## config.mk

```make
export PLATFORM = sky130hd
export DESIGN_NAME = esc_watchdog
export DESIGN_NICKNAME = d
export VERILOG_FILES = /design/src/rtl/esc_wdog_pkg.sv /design/src/rtl/esc_wdog_timebase.sv /design/src/rtl/esc_wdog_ctrl.sv /design/src/rtl/esc_wdog_ladder.sv /design/src/rtl/esc_watchdog.sv
export SDC_FILE = /design/constraint.sdc
export NUM_CORES = 1
export LEC_CHECK = 0
export CORE_ASPECT_RATIO = 1.75
export CORE_MARGIN = 8
export CORE_UTILIZATION = 40
export CTS_CLUSTER_SIZE = 16
export DETAILED_ROUTE_END_ITERATION = 10
export DONT_BUFFER_PORTS = 1
export HOLD_SLACK_MARGIN = 0.05
export RECOVER_POWER = 50
export SLEW_MARGIN = 5
export SYNTH_ARGS = -nofsm -noshare
export SYNTH_HDL_FRONTEND = slang
export SYNTH_SLANG_ARGS = --single-unit
```

## constraint.sdc

```tcl
create_clock -name clk -period 2.4 [get_ports clk]
set_input_delay 0.48 -clock clk [delete_from_list [all_inputs] [get_ports clk]]
set_output_delay 0.48 -clock clk [all_outputs]
set_load 0.1 [all_outputs]
```

## src/rtl/esc_wdog_pkg.sv

```systemverilog
package esc_wdog_pkg;
  localparam int TB_W      = 64;
  localparam int PER_W     = 6;
  localparam int ACT_W     = 2;
  localparam int DATA_W    = 32;
  localparam int IDX_W     = $clog2(TB_W);

  // control word layout
  localparam int PLO_MSB   = 31;
  localparam int PLO_LSB   = 30;
  localparam int ACT_MSB   = 29;
  localparam int ACT_LSB   = 28;
  localparam int IE_BIT    = 26;
  localparam int PHI_MSB   = 20;
  localparam int PHI_LSB   = 17;

  // status word layout
  localparam int ST_ARM    = 31;
  localparam int ST_INT    = 30;
  localparam int ST_RST    = 29;

  typedef struct packed {
    logic armed;
    logic intr;
    logic rst;
  } esc_state_t;

  function automatic logic [PER_W-1:0] period_of(input logic [DATA_W-1:0] w);
    return {w[PHI_MSB:PHI_LSB], w[PLO_MSB:PLO_LSB]};
  endfunction

  function automatic logic [DATA_W-1:0] ctrl_word(input logic [PER_W-1:0] per,
                                                  input logic ie,
                                                  input logic [ACT_W-1:0] act);
    logic [DATA_W-1:0] w;
    w = '0;
    w[PLO_MSB:PLO_LSB] = per[1:0];
    w[PHI_MSB:PHI_LSB] = per[5:2];
    w[ACT_MSB:ACT_LSB] = act;
    w[IE_BIT]          = ie;
    return w;
  endfunction

  function automatic logic [IDX_W-1:0] watch_index(input logic [PER_W-1:0] per);
    return IDX_W'(TB_W - 1) - IDX_W'(per);
  endfunction

  // clearing first, then one rung of escalation
  function automatic esc_state_t esc_step(input esc_state_t cur,
                                          input logic [1:0] clr,
                                          input logic ev,
                                          input logic act_nz);
    esc_state_t n;
    n       = cur;
    n.armed = cur.armed & ~clr[1];
    n.intr  = cur.intr  & ~clr[0];
    if (ev) begin
      if (!n.armed)      n.armed = 1'b1;
      else if (!n.intr)  n.intr  = 1'b1;
      else if (act_nz)   n.rst   = 1'b1;
    end
    return n;
  endfunction
endpackage

```

## src/rtl/esc_wdog_timebase.sv

```systemverilog
module esc_wdog_timebase #(
  parameter int TB_W = 64
) (
  input  logic            clk,
  input  logic            rst_n,
  input  logic            tick_en,
  output logic [TB_W-1:0] tb
);
  always_ff @(posedge clk) begin
    if (!rst_n)       tb <= '0;
    else if (tick_en) tb <= tb + TB_W'(1);
  end
endmodule

```

## src/rtl/esc_wdog_ctrl.sv

```systemverilog
module esc_wdog_ctrl
  import esc_wdog_pkg::*;
(
  input  logic              clk,
  input  logic              rst_n,
  input  logic              wr_en,
  input  logic              wr_addr,
  input  logic [DATA_W-1:0] wr_data,
  output logic [PER_W-1:0]  period,
  output logic              irq_en,
  output logic [ACT_W-1:0]  action,
  output logic [1:0]        clr_mask
);
  logic ctrl_wr, stat_wr, unused_bits;

  assign ctrl_wr = wr_en && !wr_addr;
  assign stat_wr = wr_en &&  wr_addr;

  always_ff @(posedge clk) begin
    if (!rst_n) begin
      period <= '0;
      irq_en <= 1'b0;
      action <= '0;
    end else if (ctrl_wr) begin
      period <= period_of(wr_data);
      irq_en <= wr_data[IE_BIT];
      if (action == '0) action <= wr_data[ACT_MSB:ACT_LSB];
    end
  end

  assign clr_mask    = stat_wr ? {wr_data[ST_ARM], wr_data[ST_INT]} : 2'b00;
  assign unused_bits = ^{wr_data[27], wr_data[25:21], wr_data[16:0]};
endmodule

```

## src/rtl/esc_wdog_ladder.sv

```systemverilog
module esc_wdog_ladder
  import esc_wdog_pkg::*;
(
  input  logic             clk,
  input  logic             rst_n,
  input  logic [TB_W-1:0]  tb,
  input  logic [PER_W-1:0] period,
  input  logic [1:0]       clr_mask,
  input  logic             act_nz,
  output logic             tmo_event,
  output esc_state_t       state
);
  logic [IDX_W-1:0] idx;
  logic             watched, watched_q;

  assign idx       = watch_index(period);
  assign watched   = tb[idx];
  assign tmo_event = watched && !watched_q;

  always_ff @(posedge clk) begin
    if (!rst_n) begin
      watched_q <= 1'b0;
      state     <= '0;
    end else begin
      watched_q <= watched;
      state     <= esc_step(state, clr_mask, tmo_event, act_nz);
    end
  end
endmodule

```

## src/rtl/esc_watchdog.sv

```systemverilog
module esc_watchdog
  import esc_wdog_pkg::*;
(
  input  logic              clk,
  input  logic              rst_n,
  input  logic              tick_en,
  input  logic              wr_en,
  input  logic              wr_addr,
  input  logic [31:0]       wr_data,
  input  logic [1:0]        rd_addr,
  output logic [31:0]       rd_data,
  output logic              irq,
  output logic              rst_req,
  output logic [1:0]        rst_action
);
  logic [TB_W-1:0]  tb;
  logic [PER_W-1:0] period;
  logic             irq_en;
  logic [ACT_W-1:0] action;
  logic [1:0]       clr_mask;
  logic             tmo_event;
  esc_state_t       state;
  logic [DATA_W-1:0] stat_word;

  esc_wdog_timebase #(.TB_W(TB_W)) u_tb (
    .clk(clk), .rst_n(rst_n), .tick_en(tick_en), .tb(tb)
  );

  esc_wdog_ctrl u_ctrl (
    .clk(clk), .rst_n(rst_n), .wr_en(wr_en), .wr_addr(wr_addr),
    .wr_data(wr_data), .period(period), .irq_en(irq_en),
    .action(action), .clr_mask(clr_mask)
  );

  esc_wdog_ladder u_ladder (
    .clk(clk), .rst_n(rst_n), .tb(tb), .period(period),
    .clr_mask(clr_mask), .act_nz(action != '0),
    .tmo_event(tmo_event), .state(state)
  );

  always_comb begin
    stat_word         = '0;
    stat_word[ST_ARM] = state.armed;
    stat_word[ST_INT] = state.intr;
    stat_word[ST_RST] = state.rst;
  end

  always_comb begin
    case (rd_addr)
      2'd0:    rd_data = ctrl_word(period, irq_en, action);
      2'd1:    rd_data = stat_word;
      2'd2:    rd_data = tb[31:0];
      default: rd_data = tb[63:32];
    endcase
  end

  assign irq        = state.intr & irq_en;
  assign rst_req    = state.rst;
  assign rst_action = state.rst ? action : '0;
endmodule

```

==> impl.org <==
** Critical path
- In this run the worst path has a maximum fanout of 6.
- For this design, the slowest cell found on the critical path is sky130_fd_sc_hd__nor2b_2.
- At the worst endpoint, the required time is 1.92 ns.
- The worst setup path is of the reg -> out kind.
- CP peak stage delay :: 0.84 ns
- Ordered list of cells on the worst path :: buf_4 -> mux2i_1 -> nor2b_2
- For the worst setup path, the data arrival time is 1.79 ns.
- Critical Path Start Type :: flip-flop
- STA classifies the critical path endpoint as an output pin.

** Cells and area
- In the final layout, the share of cells above drive strength 1 is 18.2%.
- Highest-count cells in the layout ignoring fill and taps :: 76 x sky130_fd_sc_hd__dfxtp_1, 66 x sky130_fd_sc_hd__nor2_1, 56 x sky130_fd_sc_hd__mux2i_1
- Final-layout fill cell count :: 1,097
- Most frequent standard cell in the layout excluding fill and tap cells :: sky130_fd_sc_hd__dfxtp_1
- Synth-to-layout area growth :: 19.5%
- Number of antenna repair diodes :: 0
- The finished layout holds roughly 720 standard cells, fillers aside.
- After the last flow step, the layout net total stands at 623.

** Timing
- After layout, the worst setup slack is 0.130 ns.
- Final total negative setup slack :: 0 ns
- Fmax achieved :: 441 MHz
- The hold violation count in the final report came to 0.
- Hold is met by 0.262 ns.
- At the pin with the least slew margin, the transition time is 1.12 ns.
- Shortest period the worst path allows :: roughly 2.3 ns
- For the final database, setup skew stands at 0.00504 ns.
- The number of slew-limit violations in the final report is 0.
- Dividing the final minimum period by the clock period gives 94.6%.
- Final setup violation count :: 0
- RSZ-0062 raised after global routing :: no
- Headroom to the max-slew limit came out at about a quarter.

** Global routing
- First-pass GRT wire length :: 22.1 mm
- The number of global-route vias before repair came to 4,225.
- The number of antenna violations at the first check in global routing was 0.
- Aggregate global-route resource usage :: 17.8%
- Largest net degree at the start of global routing :: 35
- Remaining global-route overflow :: 0

** Floorplan
- The floorplan has 52 rows.
- Measured along the x axis, the die boundary spans roughly 98 µm.
- IO Count :: 75
- The die covers 0.0155 mm².
- Core area :: 0.0115 mm²
- Initial standard-cell utilization of the core :: 40.6%
- Overall die height :: 159 µm

** Yosys
- Counting every net in the synthesized netlist gives 595.
- Count of state elements after synthesis :: 77
- Summed instance area of the synthesized netlist :: 0.00468 mm²
- Sequential elements use 32.9% of the synthesized area.
- Synth Flop Type :: sky130_fd_sc_hd__dfxtp_1
- Yosys warning total :: 0
- The synthesized design contains 0 enable-type register cells.
- Synth cell types :: 44
- Fraction of registers with async set/reset :: 0%
- In the synthesized netlist, the number of instances is 555.
- Synthesized area divided by synthesized cell count :: approximately 8.4 µm²

** Job
- The tool flagged a number of max-cap violations equal to 0.

** Power and ir drop
- For this design the ratio of total power to cell area is 561 mW/mm².
- Summed over all cells, the static leakage comes to 2.05 nW.
- The completed layout was analyzed and its total power is 3.14 mW.
- VDD IR-drop max :: 0.390 mV

** CTS
- CTS Buf Count :: 9
- Worst-Skew Late Latency :: 0.34 ns
- CTS Buffer Depth :: 2
- CTS Root Cell :: sky130_fd_sc_hd__clkbuf_16
- The H-tree was split into 3 levels.
- Number of setup buffers added after CTS :: 0
- After clock tree synthesis, the clock-pin slew on the worst setup and hold paths is around 0.060 ns.
- Cts hold-fix bufs :: 0
- CTS tree :: done
- Clock Sinks :: 77
- Post-CTS repair changed the size of 0 cells.

** Place
- After detailed placement, the design holds a cell count of between 700 and 800.
- At the end of routability-driven placement, the weighted congestion stood at about 0.86.
- Number of buffer cells added on primary ports :: 0
- Worst slack at placement :: 0.290 ns
- The HPWL after detailed placement is 10.2 mm.

** Route
- The final layout contains routed wiring with a total length of about 14 mm.
- Wire segments on met2 add up to 6.67 mm in the final route.
- The highest metal layer carrying signal wires in the routed design is met4.
- Met3 wirelength from detailed routing :: 759 µm
- Via total after detailed routing :: 4,216
- Count of unresolved DRC violations after routing :: 0
- Routed met1 length :: 5.49 mm
- The detail route stage leaves a number of antenna-violating nets equal to 0.
- Dividing the detail-routed wire length by the instance count gives roughly 19 µm.
- The pre-antenna-repair detailed-routing pass consisted of 4 iterations.
- Count of routing violations after the opening detailed-route iteration :: 260
- After detailed routing, the number of vias per cell comes to slightly below 6.

** Status
- Status :: finished, final reports clean

** Min path
- Worst hold path type :: in -> reg
layout make-up:
type / count / area (µm²) / share of cell area, %
Clock inverter: 4 / 120 / 2.15
Timing Repair Buffer: 49 / 375 / 6.71
Tap cell: 135 / 169 / 3.02
Inverter: 8 / 30.0 / 0.537
Multi-Input combinational cell: 438 / 3120 / 55.8
Clock buffer: 12 / 236 / 4.23
Sequential cell: 77 / 1540 / 27.6
report_power, final:
part	total (mW)	switching, mW	internal (mW)
Clock	1.64	0.518	1.12
Combinational	0.190	0.114	0.0756
Sequential	1.31	0.0158	1.29
Total	3.14	0.648	2.49
flip-flops by register name (all words and copies together) (netlist names):
register / cells
u_ctrl.period: 6
u_ctrl.irq_en: 1
u_ctrl.action: 2
u_tb.tb: 64
u_ladder.state: 3
u_ladder.watched_q: 1
cells in the mapped netlist, types with 2 or more instances:
cell | number | area, µm²
sky130_fd_sc_hd__dfxtp_1 | 77 | 1540
sky130_fd_sc_hd__nor2_1 | 66 | 248
sky130_fd_sc_hd__mux2i_1 | 56 | 561
sky130_fd_sc_hd__nand2_1 | 42 | 158
sky130_fd_sc_hd__xor2_1 | 35 | 307
sky130_fd_sc_hd__nand4_1 | 28 | 175
sky130_fd_sc_hd__nand3_1 | 27 | 135
sky130_fd_sc_hd__nor2b_1 | 26 | 163
sky130_fd_sc_hd__xnor2_1 | 23 | 201
sky130_fd_sc_hd__and2_1 | 19 | 119
sky130_fd_sc_hd__clkbuf_1 | 19 | 71.3
sky130_fd_sc_hd__a22oi_1 | 16 | 120
sky130_fd_sc_hd__a21oi_1 | 12 | 60.1
sky130_fd_sc_hd__and3_1 | 11 | 68.8
sky130_fd_sc_hd__nor3_1 | 10 | 50.1
sky130_fd_sc_hd__buf_2 | 8 | 40.0
sky130_fd_sc_hd__o21ai_0 | 8 | 40.0
sky130_fd_sc_hd__nor4_1 | 7 | 43.8
sky130_fd_sc_hd__a22o_1 | 6 | 52.6
sky130_fd_sc_hd__and4_1 | 6 | 52.6
sky130_fd_sc_hd__inv_1 | 6 | 22.5
sky130_fd_sc_hd__mux2_2 | 6 | 67.6
sky130_fd_sc_hd__o211ai_1 | 5 | 37.5
sky130_fd_sc_hd__buf_1 | 3 | 11.3
sky130_fd_sc_hd__mux4_2 | 3 | 67.6
sky130_fd_sc_hd__nand2b_1 | 3 | 18.8
sky130_fd_sc_hd__or2_2 | 3 | 18.8
sky130_fd_sc_hd__or3_1 | 3 | 18.8
sky130_fd_sc_hd__and4_4 | 2 | 22.5
sky130_fd_sc_hd__nand3b_1 | 2 | 15.0
sky130_fd_sc_hd__nor4_4 | 2 | 42.5
sky130_fd_sc_hd__o21a_1 | 2 | 15.0
sky130_fd_sc_hd__o22ai_1 | 2 | 12.5
metrics by stage:
| stage | area [µm²] | util, % |
|---|---|---|
| after floorplan | 4860 | - |
| after global placement | 5310 | 46.1 |
| after detailed placement | 5310 | 46.1 |
| after CTS | 5670 | 49.2 |
| after global routing | 5590 | 48.5 |
| final | 5590 | 48.5 |
layer usage:
layer / GRT usage (%) / up-vias
met1: 20.2 / 2012
met2: 29.8 / 149
met5: 0 / -
met4: 10.6 / 0
met3: 4.03 / 41
li1: - / 2014
final timing paths:
check	startpoint	end	slack, ns	cells after the start
worst max-delay path	u_tb.tb[6]	rd_data[6]	0.13	3
worst min-delay path	rst_n	u_tb.tb[62]	0.26	1
worst max register to register	u_tb.tb[14]	u_tb.tb[43]	0.18	8
worst min register to register	u_ctrl.irq_en	u_ctrl.irq_en	0.49	2
cells by family (layout without fill, tap and decap cells):
family / after synthesis / in the layout / share of synthesized area (%)
DFF: 77 / 77 / 33.0
buffers and inverters: 40 / 73 / 3.53
xor gates and xnor gates: 58 / 58 / 10.9
muxes: 65 / 65 / 14.9
adders and majority gates: 1 / 1 / 0.267
and+or+nand+nor: 261 / 261 / 30.0
AOI/OAI and AO/OA: 53 / 53 / 7.52
worst max-delay path, delay by kind of cell, from the launching register on:
family                 cells  cell delay [ns]
multiplexers               1             0.10
flip-flops                 1             0.35
AND/OR/NAND/NOR            1             0.84
buffers and inverters      1             0.16
Power figures use the tool's default switching activity.
